File: config.mk
export PLATFORM = sky130hd
export DESIGN_NAME = irq_target_ctx
export DESIGN_NICKNAME = d
export VERILOG_FILES = /design/src/rtl/irq_ctx_pkg.sv /design/src/rtl/ctx_threshold_reg.sv /design/src/rtl/ctx_claim_flags.sv /design/src/rtl/ctx_arbiter.sv /design/src/rtl/irq_target_ctx.sv
export SDC_FILE = /design/constraint.sdc
export NUM_CORES = 1
export LEC_CHECK = 0
export CORE_ASPECT_RATIO = 2
export CORE_MARGIN = 2
export CORE_UTILIZATION = 40
export DETAILED_ROUTE_END_ITERATION = 8
export PLACE_DENSITY = 0.8
export SYNTH_ARGS = -nofsm -noshare
export SYNTH_HDL_FRONTEND = slang
export SYNTH_SLANG_ARGS = --single-unit
File: constraint.sdc
create_clock -name clk -period 51.4 [get_ports clk]
set_clock_uncertainty 0.15 [all_clocks]
set_input_delay 7.71 -clock clk [delete_from_list [all_inputs] [get_ports clk]]
set_output_delay 7.71 -clock clk [all_outputs]
set_load 0.02 [all_outputs]
File: src/rtl/irq_ctx_pkg.sv
// Package: shared register selector for the interrupt target context.
// Assumes a two-bit register address space.
package irq_ctx_pkg;

    typedef enum logic [1:0] {
        SEL_THRESH = 2'd0,
        SEL_CLAIM  = 2'd1,
        SEL_ENABLE = 2'd2,
        SEL_NONE   = 2'd3
    } reg_sel_e;

    // Turns a raw address into a register selector.
    function automatic reg_sel_e decode_sel(input logic [1:0] addr);
        return reg_sel_e'(addr);
    endfunction

endpackage

File: src/rtl/ctx_threshold_reg.sv
// Threshold register. Masks write data to the priority field width and
// stores the result only if it does not exceed MAX_PRIO.
// Assumes MAX_PRIO < 2**PRIO_W.
module ctx_threshold_reg #(
    parameter int PRIO_W   = 3,
    parameter int MAX_PRIO = 5,
    parameter int DATA_W   = 32
) (
    input  logic              clk,
    input  logic              rst_n,
    input  logic              wr_en,
    input  logic [DATA_W-1:0] wdata,
    output logic [PRIO_W-1:0] thr
);
    localparam logic [PRIO_W-1:0] MAXP = PRIO_W'(MAX_PRIO);

    logic [PRIO_W-1:0] masked;
    logic              accept;

    // Keep only the priority field and test it against the ceiling.
    always_comb begin
        masked = wdata[PRIO_W-1:0];
        accept = wr_en && (masked <= MAXP);
    end

    // Hold the threshold; load accepted values.
    always_ff @(posedge clk) begin
        if (!rst_n)      thr <= '0;
        else if (accept) thr <= masked;
    end

    AST_THR_BOUND: assert property (@(posedge clk) disable iff (!rst_n)
        thr <= MAXP);
    AST_THR_DROP: assert property (@(posedge clk) disable iff (!rst_n)
        (wr_en && (wdata[PRIO_W-1:0] > MAXP)) |=> (thr == $past(thr)));

endmodule

File: src/rtl/ctx_claim_flags.sv
// Per-source claimed flags. A claim sets one flag; a completion clears one
// flag if the ID is in range, nonzero and enabled. Bit 0 is always 0.
// Assumes N_SRC <= DATA_W.
module ctx_claim_flags #(
    parameter int N_SRC  = 16,
    parameter int DATA_W = 32,
    parameter int ID_W   = $clog2(N_SRC)
) (
    input  logic              clk,
    input  logic              rst_n,
    input  logic              claim_fire,
    input  logic [ID_W-1:0]   claim_id,
    input  logic              done_wr,
    input  logic [DATA_W-1:0] done_word,
    input  logic [N_SRC-1:0]  en_mask,
    output logic [N_SRC-1:0]  claimed
);
    logic            in_range;
    logic [ID_W-1:0] done_id;
    logic            done_ok;

    // Qualify the completion: nonzero, below N_SRC and enabled here.
    always_comb begin
        in_range = (done_word != '0) && (done_word < DATA_W'(N_SRC));
        done_id  = done_word[ID_W-1:0];
        done_ok  = done_wr && in_range && en_mask[done_id];
    end

    for (genvar i = 0; i < N_SRC; i++) begin : g_flag
        if (i == 0) begin : g_zero
            assign claimed[i] = 1'b0;
        end else begin : g_bit
            // Set on claim, clear on accepted completion, else hold.
            always_ff @(posedge clk) begin
                if (!rst_n)
                    claimed[i] <= 1'b0;
                else if (claim_fire && (claim_id == ID_W'(i)))
                    claimed[i] <= 1'b1;
                else if (done_ok && (done_id == ID_W'(i)))
                    claimed[i] <= 1'b0;
            end
        end
    end

    AST_DONE_DISABLED: assert property (@(posedge clk) disable iff (!rst_n)
        (done_wr && in_range && !en_mask[done_id] && claimed[done_id])
        |=> claimed[$past(done_id)]);
    AST_DONE_RANGE: assert property (@(posedge clk) disable iff (!rst_n)
        (done_wr && !in_range && !claim_fire) |=> (claimed == $past(claimed)));

endmodule

File: src/rtl/ctx_arbiter.sv
// Eligibility and best-source selection. A source is eligible when it is
// pending, enabled, unclaimed and strictly above the threshold. The highest
// priority wins; ties go to the lower ID. Purely combinational.
module ctx_arbiter #(
    parameter int N_SRC  = 16,
    parameter int PRIO_W = 3,
    parameter int ID_W   = $clog2(N_SRC)
) (
    input  logic                      clk,
    input  logic                      rst_n,
    input  logic [N_SRC-1:0]          pending,
    input  logic [N_SRC-1:0]          en_mask,
    input  logic [N_SRC-1:0]          claimed,
    input  logic [N_SRC*PRIO_W-1:0]   prio_flat,
    input  logic [PRIO_W-1:0]         thr,
    output logic [N_SRC-1:0]          elig,
    output logic [ID_W-1:0]           best_id,
    output logic                      any_elig
);
    logic [PRIO_W-1:0] best_p;

    for (genvar i = 0; i < N_SRC; i++) begin : g_elig
        if (i == 0) begin : g_zero
            assign elig[i] = 1'b0;
        end else begin : g_src
            assign elig[i] = pending[i] && en_mask[i] && !claimed[i]
                             && (prio_flat[i*PRIO_W +: PRIO_W] > thr);
        end
    end

    // Scan IDs upward; strict compare keeps the lower ID on ties.
    always_comb begin
        best_id = '0;
        best_p  = '0;
        for (int i = 1; i < N_SRC; i++) begin
            if (elig[i] && ((best_id == '0) ||
                (prio_flat[i*PRIO_W +: PRIO_W] > best_p))) begin
                best_id = ID_W'(i);
                best_p  = prio_flat[i*PRIO_W +: PRIO_W];
            end
        end
        any_elig = (best_id != '0);
    end

    AST_ID_ELIG: assert property (@(posedge clk) disable iff (!rst_n)
        (best_id != '0) |-> elig[best_id]);
    AST_ID_NONE: assert property (@(posedge clk) disable iff (!rst_n)
        (best_id == '0) |-> (elig == '0));

endmodule

File: src/rtl/irq_target_ctx.sv
// Top of one interrupt target context: register decode, enable mask,
// threshold, claimed flags, arbitration and the registered interrupt line.
// Assumes 2 <= N_SRC <= DATA_W; source ID 0 is reserved.
module irq_target_ctx #(
    parameter int N_SRC    = 16,
    parameter int PRIO_W   = 3,
    parameter int MAX_PRIO = 5,
    parameter int DATA_W   = 32
) (
    input  logic                     clk,
    input  logic                     rst_n,
    input  logic [1:0]               bus_addr,
    input  logic                     bus_wr,
    input  logic                     bus_rd,
    input  logic [DATA_W-1:0]        bus_wdata,
    output logic [DATA_W-1:0]        bus_rdata,
    input  logic [N_SRC-1:0]         src_pending,
    input  logic [N_SRC*PRIO_W-1:0]  src_prio,
    output logic                     irq_out
);
    import irq_ctx_pkg::*;

    localparam int ID_W = $clog2(N_SRC);

    reg_sel_e          sel;
    logic              thr_wr, en_wr, done_wr, claim_fire;
    logic [PRIO_W-1:0] thr;
    logic [N_SRC-1:0]  en_q, claimed, elig;
    logic [ID_W-1:0]   best_id;
    logic              any_elig;

    // Decode strobes; a write in the same cycle suppresses the claim.
    always_comb begin
        sel        = decode_sel(bus_addr);
        thr_wr     = bus_wr && (sel == SEL_THRESH);
        en_wr      = bus_wr && (sel == SEL_ENABLE);
        done_wr    = bus_wr && (sel == SEL_CLAIM);
        claim_fire = bus_rd && !bus_wr && (sel == SEL_CLAIM) && (best_id != '0);
    end

    // Enable mask register; source 0 can never be enabled.
    always_ff @(posedge clk) begin
        if (!rst_n)     en_q <= '0;
        else if (en_wr) en_q <= {bus_wdata[N_SRC-1:1], 1'b0};
    end

    // Registered interrupt line: one-cycle view of eligibility.
    always_ff @(posedge clk) begin
        if (!rst_n) irq_out <= 1'b0;
        else        irq_out <= any_elig;
    end

    // Read mux; zero when no read strobe.
    always_comb begin
        bus_rdata = '0;
        if (bus_rd) begin
            unique case (sel)
                SEL_THRESH: bus_rdata = DATA_W'(thr);
                SEL_CLAIM:  bus_rdata = DATA_W'(best_id);
                SEL_ENABLE: bus_rdata = DATA_W'(en_q);
                default:    bus_rdata = '0;
            endcase
        end
    end

    ctx_threshold_reg #(.PRIO_W(PRIO_W), .MAX_PRIO(MAX_PRIO), .DATA_W(DATA_W)) u_thr (
        .clk(clk), .rst_n(rst_n), .wr_en(thr_wr), .wdata(bus_wdata), .thr(thr)
    );

    ctx_claim_flags #(.N_SRC(N_SRC), .DATA_W(DATA_W), .ID_W(ID_W)) u_flags (
        .clk(clk), .rst_n(rst_n), .claim_fire(claim_fire), .claim_id(best_id),
        .done_wr(done_wr), .done_word(bus_wdata), .en_mask(en_q), .claimed(claimed)
    );

    ctx_arbiter #(.N_SRC(N_SRC), .PRIO_W(PRIO_W), .ID_W(ID_W)) u_arb (
        .clk(clk), .rst_n(rst_n), .pending(src_pending), .en_mask(en_q),
        .claimed(claimed), .prio_flat(src_prio), .thr(thr), .elig(elig),
        .best_id(best_id), .any_elig(any_elig)
    );

    AST_CLAIM_SETS: assert property (@(posedge clk) disable iff (!rst_n)
        claim_fire |=> claimed[$past(best_id)]);
    AST_EN_BIT0: assert property (@(posedge clk) disable iff (!rst_n)
        en_wr |=> (en_q[0] == 1'b0));

endmodule

Word-level counts from Yosys, hierarchy flattened

Index checks and enable logic that the tools add are counted.
W data, S select, Z words.

$lt $le $gt $ge: 32
Multiplexer cells: 63
Eq/ne operators: 32
Reductions and logical operators: 161

Operator list:

| kind                  | number |
|---|---|
| $logic_and A1 B1 Y1   | 99 |
| $gt A3 B3 Y1          | 29 |
| $eq A4 B4 Y1 const B  | 16 |
| $logic_not A4 Y1      | 14 |
| $mux W4               | 14 |
| $pmux W16 S3          | 1 |
| $mux W3               | 14 |
| $eq A4 B3 Y1 const B  | 8 |
| $lt A32 B5 Y1 const B | 1 |
| $mux W1               | 32 |
| $reduce_bool A32 Y1   | 1 |
| $reduce_bool A2 Y1    | 15 |
| $eq A4 B2 Y1 const B  | 4 |
| $logic_not A1 Y1      | 16 |
| $mux W16              | 1 |
| $logic_or A1 B1 Y1    | 14 |
| $eq A4 B1 Y1 const B  | 2 |
| $lt A4 B5 Y1 const B  | 1 |
| $bmux W1 S4           | 1 |
| $reduce_bool A4 Y1    | 1 |
| $le A3 B3 Y1 const B  | 1 |
| $eq A2 B1 Y1 const B  | 1 |
| $eq A2 B2 Y1 const B  | 1 |
| $logic_not A2 Y1      | 1 |

Logic and storage cells: 306
Bits of input ports: 102
Output and inout port bits: 33
Register bits after elaboration: 34

Longest topological paths before layout

Depth after elaboration: 64
Depth in mapped cells: 106
Mapped depth without buffers: 106

Hierarchy

A second synthesis with hierarchy kept.

Cells, all modules: 680
Area total of the unflattened synthesis: 5343.9 µm²

By module, submodules not included:

| module            | area an instance (µm²) | instances | cells an instance | seq. area each (µm²) |
|---|---|---|---|---|
| ctx_arbiter       | 3126.7                 | 1         | 435               | 0.0 |
| ctx_claim_flags   | 1139.8                 | 1         | 115               | 300.3 |
| irq_target_ctx    | 949.7                  | 1         | 118               | 320.3 |
| ctx_threshold_reg | 127.6                  | 1         | 12                | 60.1 |

Worst setup path after synthesis

OpenSTA, ideal clock, no wires.

Kind: input-to-output
Start point: input src_prio[5]
End point: output bus_rdata[2]
Path slack: 17704 ps
Buffers on the path: 0
Stages: 98
Required time: 43540 ps
Arrival time: 25836 ps
Cell sequence: ha_1 -> nand3_1 -> nand4b_1 -> nor2_1 -> nand2_1 -> ha_1 -> nand3_1 -> o21ai_0 -> or2_2 -> o211a_1 -> nor2_1 -> ha_1 -> nor2b_1 -> o21ai_0 -> a32oi_1 -> o21ai_2 -> mux2_2 -> ha_1 -> [... 62 more ...] -> nand2_1 -> mux2i_1 -> ha_1 -> a21o_1 -> a21oi_1 -> a31oi_1 -> o21ai_1 -> inv_1 -> o21a_1 -> ha_1 -> a21o_1 -> a21oi_1 -> a31oi_1 -> a22oi_1 -> o21ai_0 -> inv_1 -> o2111a_1 -> o21ai_0

Word-level cells in the longest chain between the ends: 61
Elaborated cells between the ends (all ways): 89
Those cells by class: order compare: 15; mux: 31; reduce/logical: 43

RTL lines:

| what                                             | RTL line                             | source |
|---|---|---|
| start: declaration                               | irq_target_ctx.sv:18                 | `input logic [N_SRC*PRIO_W-1:0] src_prio,` |
| $gt A3 B3 Y1                                     | ctx_arbiter.sv:27                    | `&& (prio_flat[i*PRIO_W +: PRIO_W] > thr);` |
| $logic_and A1 B1 Y1                              | ctx_arbiter.sv:27                    |  |
| $mux W3 or $mux W1 (tied branches)               | ctx_arbiter.sv:36                    | `if (elig[i] && ((best_id == '0) \|\|` |
| $gt A3 B3 Y1 or $logic_not A4 Y1 (tied branches) | ctx_arbiter.sv:37, ctx_arbiter.sv:36 |  |
| $logic_or A1 B1 Y1                               | ctx_arbiter.sv:36                    |  |
| $logic_and A1 B1 Y1                              | ctx_arbiter.sv:36                    |  |
| $mux W3 or $mux W4 (tied branches)               | ctx_arbiter.sv:36                    |  |
| $gt A3 B3 Y1 or $logic_not A4 Y1 (tied branches) | ctx_arbiter.sv:37, ctx_arbiter.sv:36 |  |
| [... 45 more ...]                                | n/a                                  |  |
| $logic_and A1 B1 Y1                              | ctx_arbiter.sv:36                    |  |
| $mux W3 or $mux W4 (tied branches)               | ctx_arbiter.sv:36                    |  |
| $gt A3 B3 Y1 or $logic_not A4 Y1 (tied branches) | ctx_arbiter.sv:37, ctx_arbiter.sv:36 |  |
| $logic_or A1 B1 Y1                               | ctx_arbiter.sv:36                    |  |
| $logic_and A1 B1 Y1                              | ctx_arbiter.sv:36                    |  |
| $mux W4 (*)                                      | ctx_arbiter.sv:36                    |  |
| $pmux W16 S3 (*)                                 | irq_target_ctx.sv:57                 | `unique case (sel)` |
| $mux W16 (*)                                     | irq_target_ctx.sv:56                 | `if (bus_rd) begin` |
| end: declaration                                 | irq_target_ctx.sv:16                 | `output logic [DATA_W-1:0] bus_rdata,` |

Mark *: on every way between the ends. The rest lies on a longest branch, timed or not.

Worst setup path in the final report

Ends and elaborated chain as after synthesis.

==> summary.md <==
| Metric | Value |
|---|---|
| Count of final setup violators | 0 |
| Switching share of power | 33.9% |
| Vias per cell | 6.10 |
| 1st-pass router iterations | 5 |
| CTS tree | built |
| N_diodes | 0 |
| Startpoint Class | input port |
| F_max | 26.4 MHz |
| # port buffers | 114 |
| Sequential fraction of the synthesis area | 13.4% |
| First-pass GRT wire length | 26100 µm |
| Filler Cells Inserted | 1233 |
| Synth top area cells | ha_1, dfxtp_1, nand2_1 |
| Cell area after synthesis | 0.00506 mm² |
| Final WL | 15900 µm |
| Synthesized area per cell | 7.59 µm² |
| Hold_buf cts | 0 |
| Delay of the slowest critical-path stage | 0.66 ns |
| Pint | 62.0 µW |
| Most common cell in the netlist | nand2_1 |
| Grt ovf | 0 |
| Relative slew slack | 47.6% |
| Total CTS buffers | 5 |
| Largest net degree at the start of global routing | 20 |
| Number of global-route vias before repair | 5695 |
| Post-cts gate resize count | 0 |
| Power share of the clock group | 30.4% |
| Layout Cells excl Fill | 931 |
| Max-cap viol count | 0 |
| Clk slew on worst S/H paths | 0.05 ns |
| Main synth FF type | dfxtp_1 |
| Synthesized netlist cell count | 667 |
| Worst Path Max Fanout | 9 |
| Residual DRC | 0 |
| Clk_lat worst skew | 0.28 ns |
| Io pins | 135 |
| Combinational Power Share | 40.1% |
| Worst VDD drop | 0.0155 mV |
| Layout net count | 954 |
| Worst Tran Pin Value | 0.785 ns |
| Commonest cells in the netlist | nand2_1, ha_1, a21oi_1 |
| CP Data Required Time | 43.54 ns |
| Site Rows | 58 |
| H-tree Lvls | 2 |
| Fin. Hold Viols | 0 |
| Ys async rst share | 0% |
| Switching power | 31.8 µW |
| Area share of the largest cell type after synthesis | 17.5% |
| Setup TNS | 0 ns |
| Placed cells | 924 |
| Initial Utilization | 40.6% |
| Post-CTS Setup Repair Bufs | 0 |
| Antenna-violating nets left | 0 |
| Cell leakage power | 0.00264 µW |
| Fin Hold WS | 0.322 ns |
| Die area | 0.0136 mm² |
| Final period util | 73.8% |
| Final worst path period need | 37.94 ns |
| Status | finished, final reports clean |
| Synth Register Bits | 34 |
| Max Transition Viols Final | 0 |
| CTS Sinks | 34 |
| Gpl congestion | 0.934 |
| Area Overhead vs Synth | 27.4% |
| Min-Delay Path Class | flip-flop to flip-flop |
| Pwr Total | 93.8 µW |
| Initial DRC count | 260 |
| Fraction of layout instances using a drive strength above 1 | 6.27% |
| Crit path DAT | 30.08 ns |
| RSZ-0062 raised after global routing | no |
| Yosys Warn Count | 0 |
| Via count | 5682 |
| Core box area | 0.0125 mm² |
| Most numerous cell on the critical path | ha_1 |
| Total GRT Usage | 23.1% |
| Max Root-Sink Buffers | 2 |
| CP Capture Type | output pin |
| Power density over the cells | 14.5 mW/mm² |
| Part of the power in registers | 29.6% |
| Final HPWL DP | 13100 µm |
| Kind of critical path | input port to output pin |
| Chip width | 83.6 µm |
| Final Util | 51.7% |
| Initial antenna violation count | 0 |
| Post-synth EDFFs | 0 |
| Synth area leader | ha_1 |
| WL/cell | 17.1 µm |
| Crit path max-delay cell type | clkdlybuf4s50_1 |
| Chip height | 163 µm |
| Synth cell types | 81 |
| CTS Root Cell | clkbuf_16 |
## per-stage QoR
stage	worst slack, ns	instance area [µm²]
floorplan	17.70	5120
global placement	14.05	6320
detailed placement	13.79	6320
CTS	13.67	6450
global route	11.79	6450
finish	13.46	6450
## metal layers
layer,part of all wire [%],up-vias,global-route usage [%]
li1,-,2764,-
met1,36,2605,23.5
met2,53,251,44.8
met3,6.1,62,3.44
met4,4.7,0,11.6
met5,0,-,0
## cell usage in the layout (no fill, tap or decap), drive strengths merged, types with 5 or more instances in the layout
cell type      netlist  routed
nand4                5       5
o31a                 5       5
a21o                10      10
a211oi               9       9
conb                 1      16
mux2                 7       7
a22oi                5       5
o21ai               52      52
o211ai              17      17
buf                 17       5
dfxtp               34      34
clkbuf              10       5
a21oi               49      49
nand3               20      20
nand2b               7       7
inv                 39      39
clkdlybuf4s50        0     114
nor2b               15      15
nor3                15      15
and3                17      17
nor2                32      32
nand4b               8       8
nor4                11      11
and2                11      11
nand2               80      80
o21a                15      15
ha                  71      71
a311oi               5       5
nand3b              11      11
a31oi               15      15
## final timing paths
check,start,end,slack [ns],cells past startpoint
max reg2reg,u_thr.thr[2]$_SDFFE_PN0P_,irq_out$_SDFF_PN0_,29.21,102
min,u_flags.claimed[9]$_SDFFE_PN0P_,u_flags.claimed[9]$_SDFFE_PN0P_,0.32,2
min reg2reg,u_flags.claimed[9]$_SDFFE_PN0P_,u_flags.claimed[9]$_SDFFE_PN0P_,0.32,2
max,src_prio[5],bus_rdata[2],13.46,102
## state kept, by name (all words and copies together), names as in the netlist
register,count
en_q,15
irq_out,1
u_flags.claimed,15
u_thr.thr,3
## critical path: cells and delay by family
| kind | cells | cell delay, ns |
|---|---|---|
| AND/OR/NAND/NOR | 32 | 5.31 |
| AO/OA/AOI/OAI | 48 | 10.14 |
| multiplexers | 3 | 1.09 |
| adder cells (fa/ha/maj) | 15 | 4.27 |
| buffers and inverters | 4 | 1.47 |
## layout make-up
class                   count  area [µm²]  share of cell area [%]
flip-flops and latches     34         681                    10.5
multi-input cells         581        4120                    63.9
well taps                 150         188                    2.91
inverters                  40         150                    2.33
clock buffers               5         125                    1.94
clock inverters             2        10.0                   0.155
repair buffers            119        1180                    18.3
## cells by family (layout without fill, tap and decap cells)
family	count (synthesis)	in the layout	share of synthesized area, %
AO/OA/AOI/OAI	230	230	33.3
adder cells (fa/ha/maj)	71	71	17.5
buffers and inverters	67	166	6.30
flip-flops	34	34	13.4
multiplexers	14	14	3.68
other	1	16	0.0741
AND/OR/NAND/NOR	250	250	25.7
## power groups by stage
| stage | combinational (µW) | sequential (µW) | clock (µW) |
|---|---|---|---|
| after global routing | 41.6 | 27.8 | 29.6 |
| after CTS | 37.3 | 27.7 | 28.7 |
| after detailed placement | 37.0 | 28.3 | 0 |
| after floorplan | 22.4 | 28.2 | 0 |
| final | 37.6 | 27.7 | 28.5 |
| after global placement | 36.3 | 28.3 | 0 |
No activity file was read; power rests on OpenSTA's default activity.
